[src/rtl/sdrchk_pkg.sv]
package sdrchk_pkg;

    typedef enum logic [2:0] {
        C_NOP, C_MRS, C_REF, C_ACT, C_RD, C_WR, C_BST, C_PRE
    } cmd_e;

    typedef enum logic [3:0] {
        E_NONE     = 4'd0,
        E_NOT_IDLE = 4'd1,
        E_MRD      = 4'd2,
        E_ACT_OPEN = 4'd3,
        E_IDLE_ACC = 4'd4,
        E_RRD      = 4'd5,
        E_AP_BUSY  = 4'd6,
        E_RP       = 4'd7,
        E_WR_PRE   = 4'd8
    } err_e;

    typedef enum logic [1:0] {
        BK_IDLE, BK_ACTIVE, BK_AP_BURST
    } bank_st_e;

    typedef struct packed {
        cmd_e       op;
        logic [1:0] bank;
        logic       a10;
    } cmd_s;

endpackage

[src/rtl/sdrchk_decode.sv]
module sdrchk_decode
    import sdrchk_pkg::*;
(
    input  logic       cke,
    input  logic       cs_n,
    input  logic       ras_n,
    input  logic       cas_n,
    input  logic       we_n,
    input  logic [1:0] ba,
    input  logic       a10,
    output cmd_s       cmd
);

    always_comb begin
        cmd.bank = {ba[0], ba[1]};
        cmd.a10  = a10;
        if (!cke || cs_n) begin
            cmd.op = C_NOP;
        end else begin
            unique case ({ras_n, cas_n, we_n})
                3'b000:  cmd.op = C_MRS;
                3'b001:  cmd.op = C_REF;
                3'b010:  cmd.op = C_PRE;
                3'b011:  cmd.op = C_ACT;
                3'b100:  cmd.op = C_WR;
                3'b101:  cmd.op = C_RD;
                3'b110:  cmd.op = C_BST;
                default: cmd.op = C_NOP;
            endcase
        end
    end

endmodule

[src/rtl/sdrchk_mode.sv]
module sdrchk_mode #(
    parameter int PAGE_LEN = 256,
    parameter int CW       = 9
) (
    input  logic          clk,
    input  logic          rst_n,
    input  logic          load,
    input  logic [2:0]    key,
    output logic [CW-1:0] bl
);

    function automatic logic [CW-1:0] len_of(input logic [2:0] k);
        unique case (k)
            3'b000:  return CW'(1);
            3'b001:  return CW'(2);
            3'b010:  return CW'(4);
            3'b011:  return CW'(8);
            3'b111:  return CW'(PAGE_LEN);
            default: return CW'(1);
        endcase
    endfunction

    always_ff @(posedge clk) begin
        if (!rst_n)    bl <= CW'(1);
        else if (load) bl <= len_of(key);
    end

    AST_BL_EIGHT: assert property (@(posedge clk) disable iff (!rst_n)
        load && key == 3'b011 |=> bl == CW'(8));

endmodule

[src/rtl/sdrchk_bank.sv]
module sdrchk_bank
    import sdrchk_pkg::*;
#(
    parameter int IDX   = 0,
    parameter int T_RP  = 3,
    parameter int T_RDL = 2,
    parameter int CW    = 9
) (
    input  logic          clk,
    input  logic          rst_n,
    input  cmd_s          cmd,
    input  logic [CW-1:0] bl,
    output logic          is_open,
    output logic          in_ap,
    output logic          rp_busy,
    output logic          wr_busy
);

    bank_st_e      st, nxt;
    logic [CW-1:0] burst, burst_n;
    logic [CW-1:0] rp, rp_n;
    logic [CW-1:0] wr, wr_n;
    logic          sel, pre_me, col_me;

    assign sel    = (cmd.bank == 2'(IDX));
    assign pre_me = (cmd.op == C_PRE) && (cmd.a10 || sel);
    assign col_me = (cmd.op == C_RD || cmd.op == C_WR) && sel;

    always_comb begin
        nxt     = st;
        burst_n = burst;
        rp_n    = (rp != '0) ? rp - 1'b1 : '0;
        wr_n    = (wr != '0) ? wr - 1'b1 : '0;
        unique case (st)
            BK_IDLE: begin
                if (cmd.op == C_ACT && sel) nxt = BK_ACTIVE;
            end
            BK_ACTIVE: begin
                if (pre_me) begin
                    nxt  = BK_IDLE;
                    rp_n = CW'(T_RP - 1);
                end else if (col_me && cmd.a10) begin
                    nxt     = BK_AP_BURST;
                    burst_n = bl;
                end else if (col_me && cmd.op == C_WR) begin
                    wr_n = bl + CW'(T_RDL) - CW'(2);
                end
            end
            BK_AP_BURST: begin
                if (pre_me || cmd.op == C_BST || burst == CW'(1)) begin
                    nxt     = BK_IDLE;
                    rp_n    = CW'(T_RP - 1);
                    burst_n = '0;
                end else begin
                    burst_n = burst - 1'b1;
                end
            end
            default: nxt = BK_IDLE;
        endcase
    end

    always_ff @(posedge clk) begin
        if (!rst_n) begin
            st    <= BK_IDLE;
            burst <= '0;
            rp    <= '0;
            wr    <= '0;
        end else begin
            st    <= nxt;
            burst <= burst_n;
            rp    <= rp_n;
            wr    <= wr_n;
        end
    end

    always_comb begin
        is_open = (st != BK_IDLE);
        in_ap   = (st == BK_AP_BURST);
        rp_busy = (rp != '0);
        wr_busy = (wr != '0);
    end

    AST_ACT_OPENS: assert property (@(posedge clk) disable iff (!rst_n)
        st == BK_IDLE && cmd.op == C_ACT && sel |=> st == BK_ACTIVE);

    AST_PRE_ALL_CLOSES: assert property (@(posedge clk) disable iff (!rst_n)
        cmd.op == C_PRE && cmd.a10 |=> st == BK_IDLE);

    AST_BST_RETIRES: assert property (@(posedge clk) disable iff (!rst_n)
        st == BK_AP_BURST && cmd.op == C_BST |=> st == BK_IDLE);

    AST_AP_HOLDS_OPEN: assert property (@(posedge clk) disable iff (!rst_n)
        st == BK_ACTIVE && col_me && cmd.a10 |=> st == BK_AP_BURST);

endmodule

[src/rtl/sdram_proto_mon.sv]
module sdram_proto_mon
    import sdrchk_pkg::*;
#(
    parameter int T_MRD    = 2,
    parameter int T_RRD    = 2,
    parameter int T_RP     = 3,
    parameter int T_RDL    = 2,
    parameter int PAGE_LEN = 256
) (
    input  logic       clk,
    input  logic       rst_n,
    input  logic       clr,
    input  logic       cke,
    input  logic       cs_n,
    input  logic       ras_n,
    input  logic       cas_n,
    input  logic       we_n,
    input  logic [1:0] ba,
    input  logic       a10,
    input  logic [2:0] mode_key,
    output logic       err_flag,
    output logic [3:0] err_code,
    output logic [3:0] bank_open
);

    localparam int NB = 4;
    localparam int CW = $clog2(PAGE_LEN + T_RDL + T_RP + 2);
    localparam int GM = (T_MRD > T_RRD) ? T_MRD : T_RRD;
    localparam int GW = $clog2(GM + 1);

    cmd_s          cmd;
    logic [CW-1:0] bl;
    logic [NB-1:0] open_v, ap_v, rp_v, wr_v;
    logic [GW-1:0] mrd_cnt, rrd_cnt;
    err_e          viol, err_q;

    sdrchk_decode u_dec (
        .cke(cke), .cs_n(cs_n), .ras_n(ras_n), .cas_n(cas_n), .we_n(we_n),
        .ba(ba), .a10(a10), .cmd(cmd)
    );

    sdrchk_mode #(.PAGE_LEN(PAGE_LEN), .CW(CW)) u_mode (
        .clk(clk), .rst_n(rst_n), .load(cmd.op == C_MRS),
        .key(mode_key), .bl(bl)
    );

    for (genvar i = 0; i < NB; i++) begin : g_bank
        sdrchk_bank #(.IDX(i), .T_RP(T_RP), .T_RDL(T_RDL), .CW(CW)) u_bank (
            .clk(clk), .rst_n(rst_n), .cmd(cmd), .bl(bl),
            .is_open(open_v[i]), .in_ap(ap_v[i]),
            .rp_busy(rp_v[i]), .wr_busy(wr_v[i])
        );
    end

    always_comb begin
        viol = E_NONE;
        if (cmd.op != C_NOP) begin
            if (mrd_cnt != '0) begin
                viol = E_MRD;
            end else begin
                unique case (cmd.op)
                    C_MRS, C_REF: begin
                        if (|open_v) viol = E_NOT_IDLE;
                    end
                    C_ACT: begin
                        if (open_v[cmd.bank])    viol = E_ACT_OPEN;
                        else if (rp_v[cmd.bank]) viol = E_RP;
                        else if (rrd_cnt != '0)  viol = E_RRD;
                    end
                    C_RD, C_WR: begin
                        if (ap_v[cmd.bank])         viol = E_AP_BUSY;
                        else if (!open_v[cmd.bank]) viol = E_IDLE_ACC;
                    end
                    C_PRE: begin
                        if (cmd.a10) begin
                            if (|wr_v) viol = E_WR_PRE;
                        end else if (!open_v[cmd.bank]) begin
                            viol = E_IDLE_ACC;
                        end else if (wr_v[cmd.bank]) begin
                            viol = E_WR_PRE;
                        end
                    end
                    default: viol = E_NONE;
                endcase
            end
        end
    end

    always_ff @(posedge clk) begin
        if (!rst_n) begin
            mrd_cnt  <= '0;
            rrd_cnt  <= '0;
            err_q    <= E_NONE;
            err_flag <= 1'b0;
        end else begin
            mrd_cnt <= (cmd.op == C_MRS) ? GW'(T_MRD - 1)
                     : (mrd_cnt != '0) ? mrd_cnt - 1'b1 : '0;
            rrd_cnt <= (cmd.op == C_ACT) ? GW'(T_RRD - 1)
                     : (rrd_cnt != '0) ? rrd_cnt - 1'b1 : '0;
            if (clr) begin
                err_q    <= E_NONE;
                err_flag <= 1'b0;
            end else if (err_q == E_NONE && viol != E_NONE) begin
                err_q    <= viol;
                err_flag <= 1'b1;
            end
        end
    end

    assign err_code  = err_q;
    assign bank_open = open_v;

    AST_CODE_HOLDS: assert property (@(posedge clk) disable iff (!rst_n)
        err_q != E_NONE && !clr |=> $stable(err_code));

    AST_CLEAR_WIPES: assert property (@(posedge clk) disable iff (!rst_n)
        clr |=> err_code == 4'd0 && !err_flag);

    AST_FLAG_CODE: assert property (@(posedge clk) disable iff (!rst_n)
        err_flag == (err_code != 4'd0));

    AST_NOP_INERT: assert property (@(posedge clk) disable iff (!rst_n)
        cs_n && !clr && err_code == 4'd0 |=> err_code == 4'd0);

    AST_MRS_NEEDS_IDLE: assert property (@(posedge clk) disable iff (!rst_n)
        cmd.op == C_MRS && |bank_open && mrd_cnt == '0 && err_code == 4'd0 && !clr
        |=> err_code == 4'd1);

endmodule

[config.mk]
export PLATFORM = sky130hd
export DESIGN_NAME = sdram_proto_mon
export DESIGN_NICKNAME = d
export VERILOG_FILES = /design/src/rtl/sdrchk_pkg.sv /design/src/rtl/sdrchk_decode.sv /design/src/rtl/sdrchk_mode.sv /design/src/rtl/sdrchk_bank.sv /design/src/rtl/sdram_proto_mon.sv
export SDC_FILE = /design/constraint.sdc
export NUM_CORES = 1
export LEC_CHECK = 0
export ABC_AREA = 1
export BUFFER_PORTS_ARGS = -buffer_cell sky130_fd_sc_hd__buf_2
export CORE_ASPECT_RATIO = 2
export CORE_UTILIZATION = 63
export CTS_BUF_LIST = sky130_fd_sc_hd__clkbuf_16
export DETAILED_ROUTE_END_ITERATION = 12
export GPL_TIMING_DRIVEN = 0
export PLACE_DENSITY = 0.88
export SLEW_MARGIN = 15
export SYNTH_ARGS = -nofsm -noshare
export SYNTH_HDL_FRONTEND = slang
export SYNTH_SLANG_ARGS = --single-unit
[constraint.sdc]
create_clock -name clk -period 1.8 [get_ports clk]
set_input_delay 0.27 -clock clk [delete_from_list [all_inputs] [get_ports clk]]
set_output_delay 0.27 -clock clk [all_outputs]
set_load 0.03 [all_outputs]
==> flow_summary_export.csv, run 1 <==
group,metric,value,unit
flow_run,maxCapViolCount,0,
global_route,antenna_found_initial,0,
cells_and_area,mostFrequentLayoutCell,"nor2_1",
sta,relSlewSlack,46.8,%
global_route,grt_pass1_vias,6721,
clocking,cts_buffers,17,
clocking,clkLatencyLatePin,0.42,ns
sta,skew,0.00707,ns
die,die_area,11900,um^2
detailed_routing,drt_iter0_drc,672,
sta,drv_slew,0,
detailed_routing,post_drt_via_cell_ratio,6.01,
setup_path,worstPathCellList,"inv_1 -> ha_1 -> nand2_1 -> nor3_1 -> nand3b_1 -> nor2_4 -> inv_4 -> nand3_1 -> o21ai_0 -> a21oi_1",
detailed_routing,antenna_left,0,
die,fp.dieW,77.5,um
cells_and_area,fillCellCount,712,
cells_and_area,final_cell_mix,"nor2_1 (135), nand2_1 (132), inv_1 (123)",
synth,synth_cell_type_count,43,
placed_design,placed_cells,1159,
cells_and_area,layout.nets,1119,
detailed_routing,via_count,7322,
die,die_h,153,um
synth,synth_warnings,0,
setup_path,worst-endpoint-required,2.09,ns
clocking,htreeDepth,4,
synth,synth_area_leaders,"dfxtp_1 (36%), inv_1 (7.8%), nand2_1 (7.7%)",
die,initial_core_util,65.3,%
cells_and_area,drive_gt1_share,21.6,%
detailed_routing,routed_wirelength,20.8,mm
sta,hold_viol,0,
clocking,root_buffer,"clkbuf_16",
synth,syn_area,7190,um^2
cells_and_area,num_antenna_cells,0,
cells_and_area,multi_input_area,4200,um^2
sta,rsz0062_at_grt,"yes",
synth,synth_seq_cells,130,
die,rows,54,
pwr,cellLeakagePower,3.90,nW
cells_and_area,register_area,2620,um^2
sta,worstMarginPinSlew,0.798,ns
global_route,grt_start_max_net_pins,17,
synth,synth_top_area_share,36.2,%
synth,yosys.area.top_type,"dfxtp_1",
sta,min_period,1.89,ns
min_path,hold_class,"input pin to flop",
setup_path,slowest_delay,0.33,ns
detailed_routing,maxUsedRoutingLayer,"met4",
setup_path,cp_max_fo,7,
synth,yosysSeqAreaShare,36.2,%
detailed_routing,drc_errors,0,
detailed_routing,met1_length,7.03,mm
die,io_pins,23,
setup_path,slowest_stage,"dfxtp_1",
clocking,clkSinkCount,130,
detailed_routing,drtPass1Iterations,7,
setup_path,cp-end-kind,"flop",
run_status,status,"finished, violations left",
sta,max_freq,529,MHz
sta,setup_viol,3,
global_route,grt_util_all_layers,32.8,%
placed_design,routabilityCongestion,0.967,
die,coreArea,11000,um^2
setup_path,cp-start-kind,"flop",
detailed_routing,routedWlPerCell,17.1,um
pwr,vdd_drop_max,1640,uV
placed_design,place_ws,-0.377,ns
sta,timing.final.ws_setup,-0.0913,ns
placed_design,port_buffers,21,
sta,holdWs,0.164,ns
synth,netlist_instances,998,
global_route,grt_first_pass_wirelength,30.4,mm
sta,tns,-0.263,ns
clocking,tritoncts,"built",
synth,syn_area_per_cell,7.20,um^2
clocking,path_clk_slew,0.06,ns
sta,fin_crit_sh,105,%
cells_and_area,area_growth,20.7,%
cells_and_area,final_cells,1218,
run_status,violations,"negative setup slack",
synth,syn_nets,1052,
pwr,power_per_cell_area,2070,nW/um^2
placed_design,place_hpwl,12.9,mm
clocking,cts_buffer_depth,2,
setup_path,criticalPathCategory,"flop to flop",
detailed_routing,wl_met3,1.50,mm
detailed_routing,wl_met2,10.6,mm
global_route,overflow,0,
setup_path,cp.arrival,2.18,ns
## path summary, 6_finish.rpt
| path | start | slack, ns | to | cells after the start |
|---|---|---|---|---|
| max | g_bank[2].u_bank.burst[1] | -0.09 | g_bank[2].u_bank.st[0] | 10 |
| min | clr | 0.16 | err_code[0] | 3 |
| max reg2reg | g_bank[2].u_bank.burst[1] | -0.09 | g_bank[2].u_bank.st[0] | 10 |
| min reg2reg | g_bank[0].u_bank.rp[0] | 0.41 | g_bank[0].u_bank.rp[0] | 1 |
## per-stage QoR
step / utilization [%] / instance area (um^2) / total power [mW]
3_3_place_gp: 67.8 / 7470 / 12.0
6_report: 78.8 / 8680 / 18.0
4_1_cts: 74.8 / 8240 / 16.6
2_1_floorplan: - / 7190 / 10.7
3_5_place_dp: 67.8 / 7470 / 12.3
5_1_grt: 78.8 / 8680 / 19.1
## logic make-up after synthesis
group,count (synthesis),synth area share [%]
compound gates,179,14.5
simple gates,412,25.7
xor+xnor,58,7.07
fa+ha+maj,40,6.96
buf+inv,179,9.59
flops,130,36.2
## cell type report
type	instances	share of cell area (%)
repair buffers	49	3.68
flip-flops and latches	130	30.2
inverters	165	7.30
plain buffers	13	0.779
multi-input cells	689	48.5
clock inverters	15	2.64
well taps	140	2.02
clock buffers	17	4.90
## synthesized netlist by cell type, drive strengths merged
cell / instances
inv: 163
nand2: 155
nor2: 150
dfxtp: 130
a21oi: 79
o21ai: 56
nand3: 49
ha: 40
xor2: 39
nor3: 30
xnor2: 19
a211oi: 14
clkbuf: 10
nand4: 9
a221oi: 7
a31oi: 6
nand3b: 5
o21a: 5
o22ai: 5
buf: 4
o221a: 4
or2: 4
nor3b: 3
nor4: 3
and2: 2
clkinv: 2
a311oi: 1
and3: 1
o211a: 1
o211ai: 1
or4: 1
## critical path, delay by kind of cell (launching register included)
family,cells,cell delay [ns]
buf+inv,2,0.21
fa+ha+maj,1,0.16
simple gates,5,0.65
flops,1,0.33
compound gates,2,0.41
## power by group
group          switching [mW]  total (mW)  internal (mW)
registers               0.739        4.64           3.90
clock network            1.37        3.85           2.47
logic                    5.77        9.48           3.71
## sequential cells by signal (all words and copies together), names as in the netlist
| signal | count |
|---|---|
| g_bank.u_bank.wr | 36 |
| rrd_cnt | 2 |
| u_mode.bl | 5 |
| mrd_cnt | 2 |
| g_bank.u_bank.rp | 36 |
| g_bank.u_bank.burst | 36 |
| err_flag | 1 |
| err_code | 4 |
| g_bank.u_bank.st | 8 |
## per-layer routing
layer | track usage [%] | vias up
met3 | 6.15 | 161
met5 | 0 | -
li1 | - | 3366
met2 | 56.8 | 422
met1 | 33.2 | 3373
met4 | 27.1 | 0
## what timing repair did
action                                  4_1_cts  5_1_grt
pin swaps                                     9       30
resized for setup                            35       98
endpoints found under the setup margin       23       95
hold buffers                                  0        0
setup buffers                                 6       22
Note: power is estimated with default switching activity, not from simulation.
==> inputs of run 2 (changes only) <==
--- a/config.mk
+++ b/config.mk
@@ -13,6 +13,7 @@
 export DETAILED_ROUTE_END_ITERATION = 12
 export GPL_TIMING_DRIVEN = 0
 export PLACE_DENSITY = 0.88
+export REMOVE_ABC_BUFFERS = 1
 export SLEW_MARGIN = 15
 export SYNTH_ARGS = -nofsm -noshare
 export SYNTH_HDL_FRONTEND = slang
==> run 2 against run 1 <==
  * The run still ends with negative setup slack left
  * Total power fell by 7.9%
  * Die area did not move
  * Cell count shrank 1.6%
  * Non-clock buffer count decreased by 19
  * Flip-flop and latch count stayed put
  * Global-route usage shrank 1.4 points
  * Setup slack gained 0.023 ns
  * Sequential share of layout area rose by 1.1 points
  * First-iteration DRC count fell by 36%
  * Clock skew rose by 0.00079 ns
  * Combinational power decreased by 6.1%
==> flow_summary_export.csv, run 2 (synthesis gave the netlist of run 1 again) <==
group,metric,value,unit
run_status,status,"finished, violations left",
run_status,violations,"negative setup slack",
die,io_pins,23,
pwr,vdd_drop_max,1340,uV
detailed_routing,routedWlPerCell,15.8,um
cells_and_area,area_growth,15.9,%
detailed_routing,post_drt_via_cell_ratio,5.82,
sta,skew,0.00787,ns
placed_design,placed_cells,1146,
sta,relSlewSlack,47.7,%
detailed_routing,drc_errors,0,
sta,max_freq,535,MHz
global_route,grt_pass1_vias,6777,
clocking,htreeDepth,4,
pwr,power_per_cell_area,1990,nW/um^2
cells_and_area,final_cells,1199,
setup_path,worst-endpoint-required,2.13,ns
sta,timing.final.ws_setup,-0.0681,ns
cells_and_area,drive_gt1_share,18.7,%
cells_and_area,num_antenna_cells,0,
placed_design,routabilityCongestion,0.908,
cells_and_area,fillCellCount,708,
clocking,root_buffer,"clkbuf_16",
global_route,antenna_found_initial,0,
placed_design,port_buffers,22,
clocking,tritoncts,"built",
sta,fin_crit_sh,104,%
setup_path,criticalPathCategory,"flop to flop",
global_route,grt_first_pass_wirelength,29.3,mm
sta,min_period,1.87,ns
detailed_routing,drt_iter0_drc,427,
detailed_routing,via_count,6981,
global_route,grt_util_all_layers,31.4,%
clocking,cts_buffer_depth,2,
cells_and_area,layout.nets,1100,
setup_path,path_buf_inv,0,
setup_path,cp.arrival,2.19,ns
clocking,path_clk_slew,0.06,ns
setup_path,cp-end-kind,"flop",
cells_and_area,final_cell_mix,"nor2_1 (136), nand2_1 (134), inv_1 (129)",
placed_design,place_hpwl,12.5,mm
sta,setup_viol,3,
placed_design,place_ws,-0.290,ns
cells_and_area,mostFrequentLayoutCell,"nor2_1",
setup_path,cp_top_family,"simple AND/OR/NAND/NOR gates",
setup_path,cp_max_fo,3,
die,initial_core_util,65.3,%
die,fp.dieW,77.5,um
sta,drv_slew,0,
pwr,cellLeakagePower,3.76,nW
die,rows,54,
die,coreArea,11000,um^2
setup_path,cp-start-kind,"flop",
pwr,power,16.5,mW
setup_path,slowest_stage,"dfxtp_1",
setup_path,slowest_delay,0.33,ns
clocking,cts_buffers,17,
setup_path,worstPathCellList,"nor2_1 -> nand2_1 -> nor2_1 -> and2_4 -> nand2_1 -> nor2_2 -> a21oi_2 -> nand2_1 -> nand4_1 -> a21oi_1 -> nor2_1",
clocking,clkSinkCount,130,
flow_run,maxCapViolCount,0,
min_path,hold_class,"input pin to flop",
cells_and_area,reg_top3,"g_bank.u_bank.burst (36), g_bank.u_bank.rp (36), g_bank.u_bank.wr (36)",
clocking,clkLatencyLatePin,0.43,ns
sta,hold_viol,0,
sta,tns,-0.120,ns
sta,worstMarginPinSlew,0.783,ns
detailed_routing,drtPass1Iterations,5,
die,die_h,153,um
global_route,overflow,0,
detailed_routing,routed_wirelength,18.9,mm
die,die_area,11900,um^2
sta,rsz0062_at_grt,"yes",
global_route,grt_start_max_net_pins,39,
detailed_routing,antenna_left,0,
==> run 2: power by group <==
part	switching (mW)	total (mW)	internal (mW)
Sequential	0.707	4.58	3.88
Clock	1.32	3.06	1.74
Combinational	5.42	8.90	3.48
==> run 2: layout make-up <==
cell class	instances	area (um^2)	area share, %
clock inverter	15	96.3	1.16
clock buffer	17	425	5.11
timing repair buffer	43	270	3.25
tap	140	175	2.10
sequential	130	2610	31.3
inverter	165	622	7.47
multi-input combinational	689	4130	49.6
==> run 2: worst paths after layout <==
| kind | start | slack (ns) | endpoint | depth (start not counted) |
|---|---|---|---|---|
| max | g_bank[2].u_bank.wr[5] | -0.07 | err_flag | 11 |
| min | clr | 0.15 | err_flag | 3 |
| max reg2reg | g_bank[2].u_bank.wr[5] | -0.07 | err_flag | 11 |
| min reg2reg | g_bank[1].u_bank.rp[0] | 0.41 | g_bank[1].u_bank.rp[0] | 1 |
==> run 2: timing repair <==
item / CTS / global route
hold buffers: 0 / 0
resized for setup: 32 / 60
endpoints found under the setup margin: 29 / 69
endpoints found under the hold margin: 0 / 0
pin swaps: 9 / 21
setup buffers: 6 / 15
==> run 2: worst register-to-register path, delay by kind of cell, from the launching register on <==
family / cells / cell delay, ns
AND/OR/NAND/NOR: 9 / 1.17
flip-flops: 1 / 0.33
AO/OA/AOI/OAI: 2 / 0.26
==> run 2: stage by stage <==
step	instance area, um^2	hold slack (ns)	util [%]
2_1_floorplan	7120	0.388	-
3_3_place_gp	7400	0.400	67.2
3_5_place_dp	7400	0.404	67.2
4_1_cts	8050	0.151	73.1
5_1_grt	8330	0.153	75.6
6_report	8330	0.154	75.6
==> run 2: metal layers <==
metal	global-route usage (%)	up-vias	routed length, um
met5	0	-	0
met4	22.3	0	1450
met3	8.00	122	1180
li1	-	3329	-
met2	58.6	314	9940
met1	28.2	3216	6300
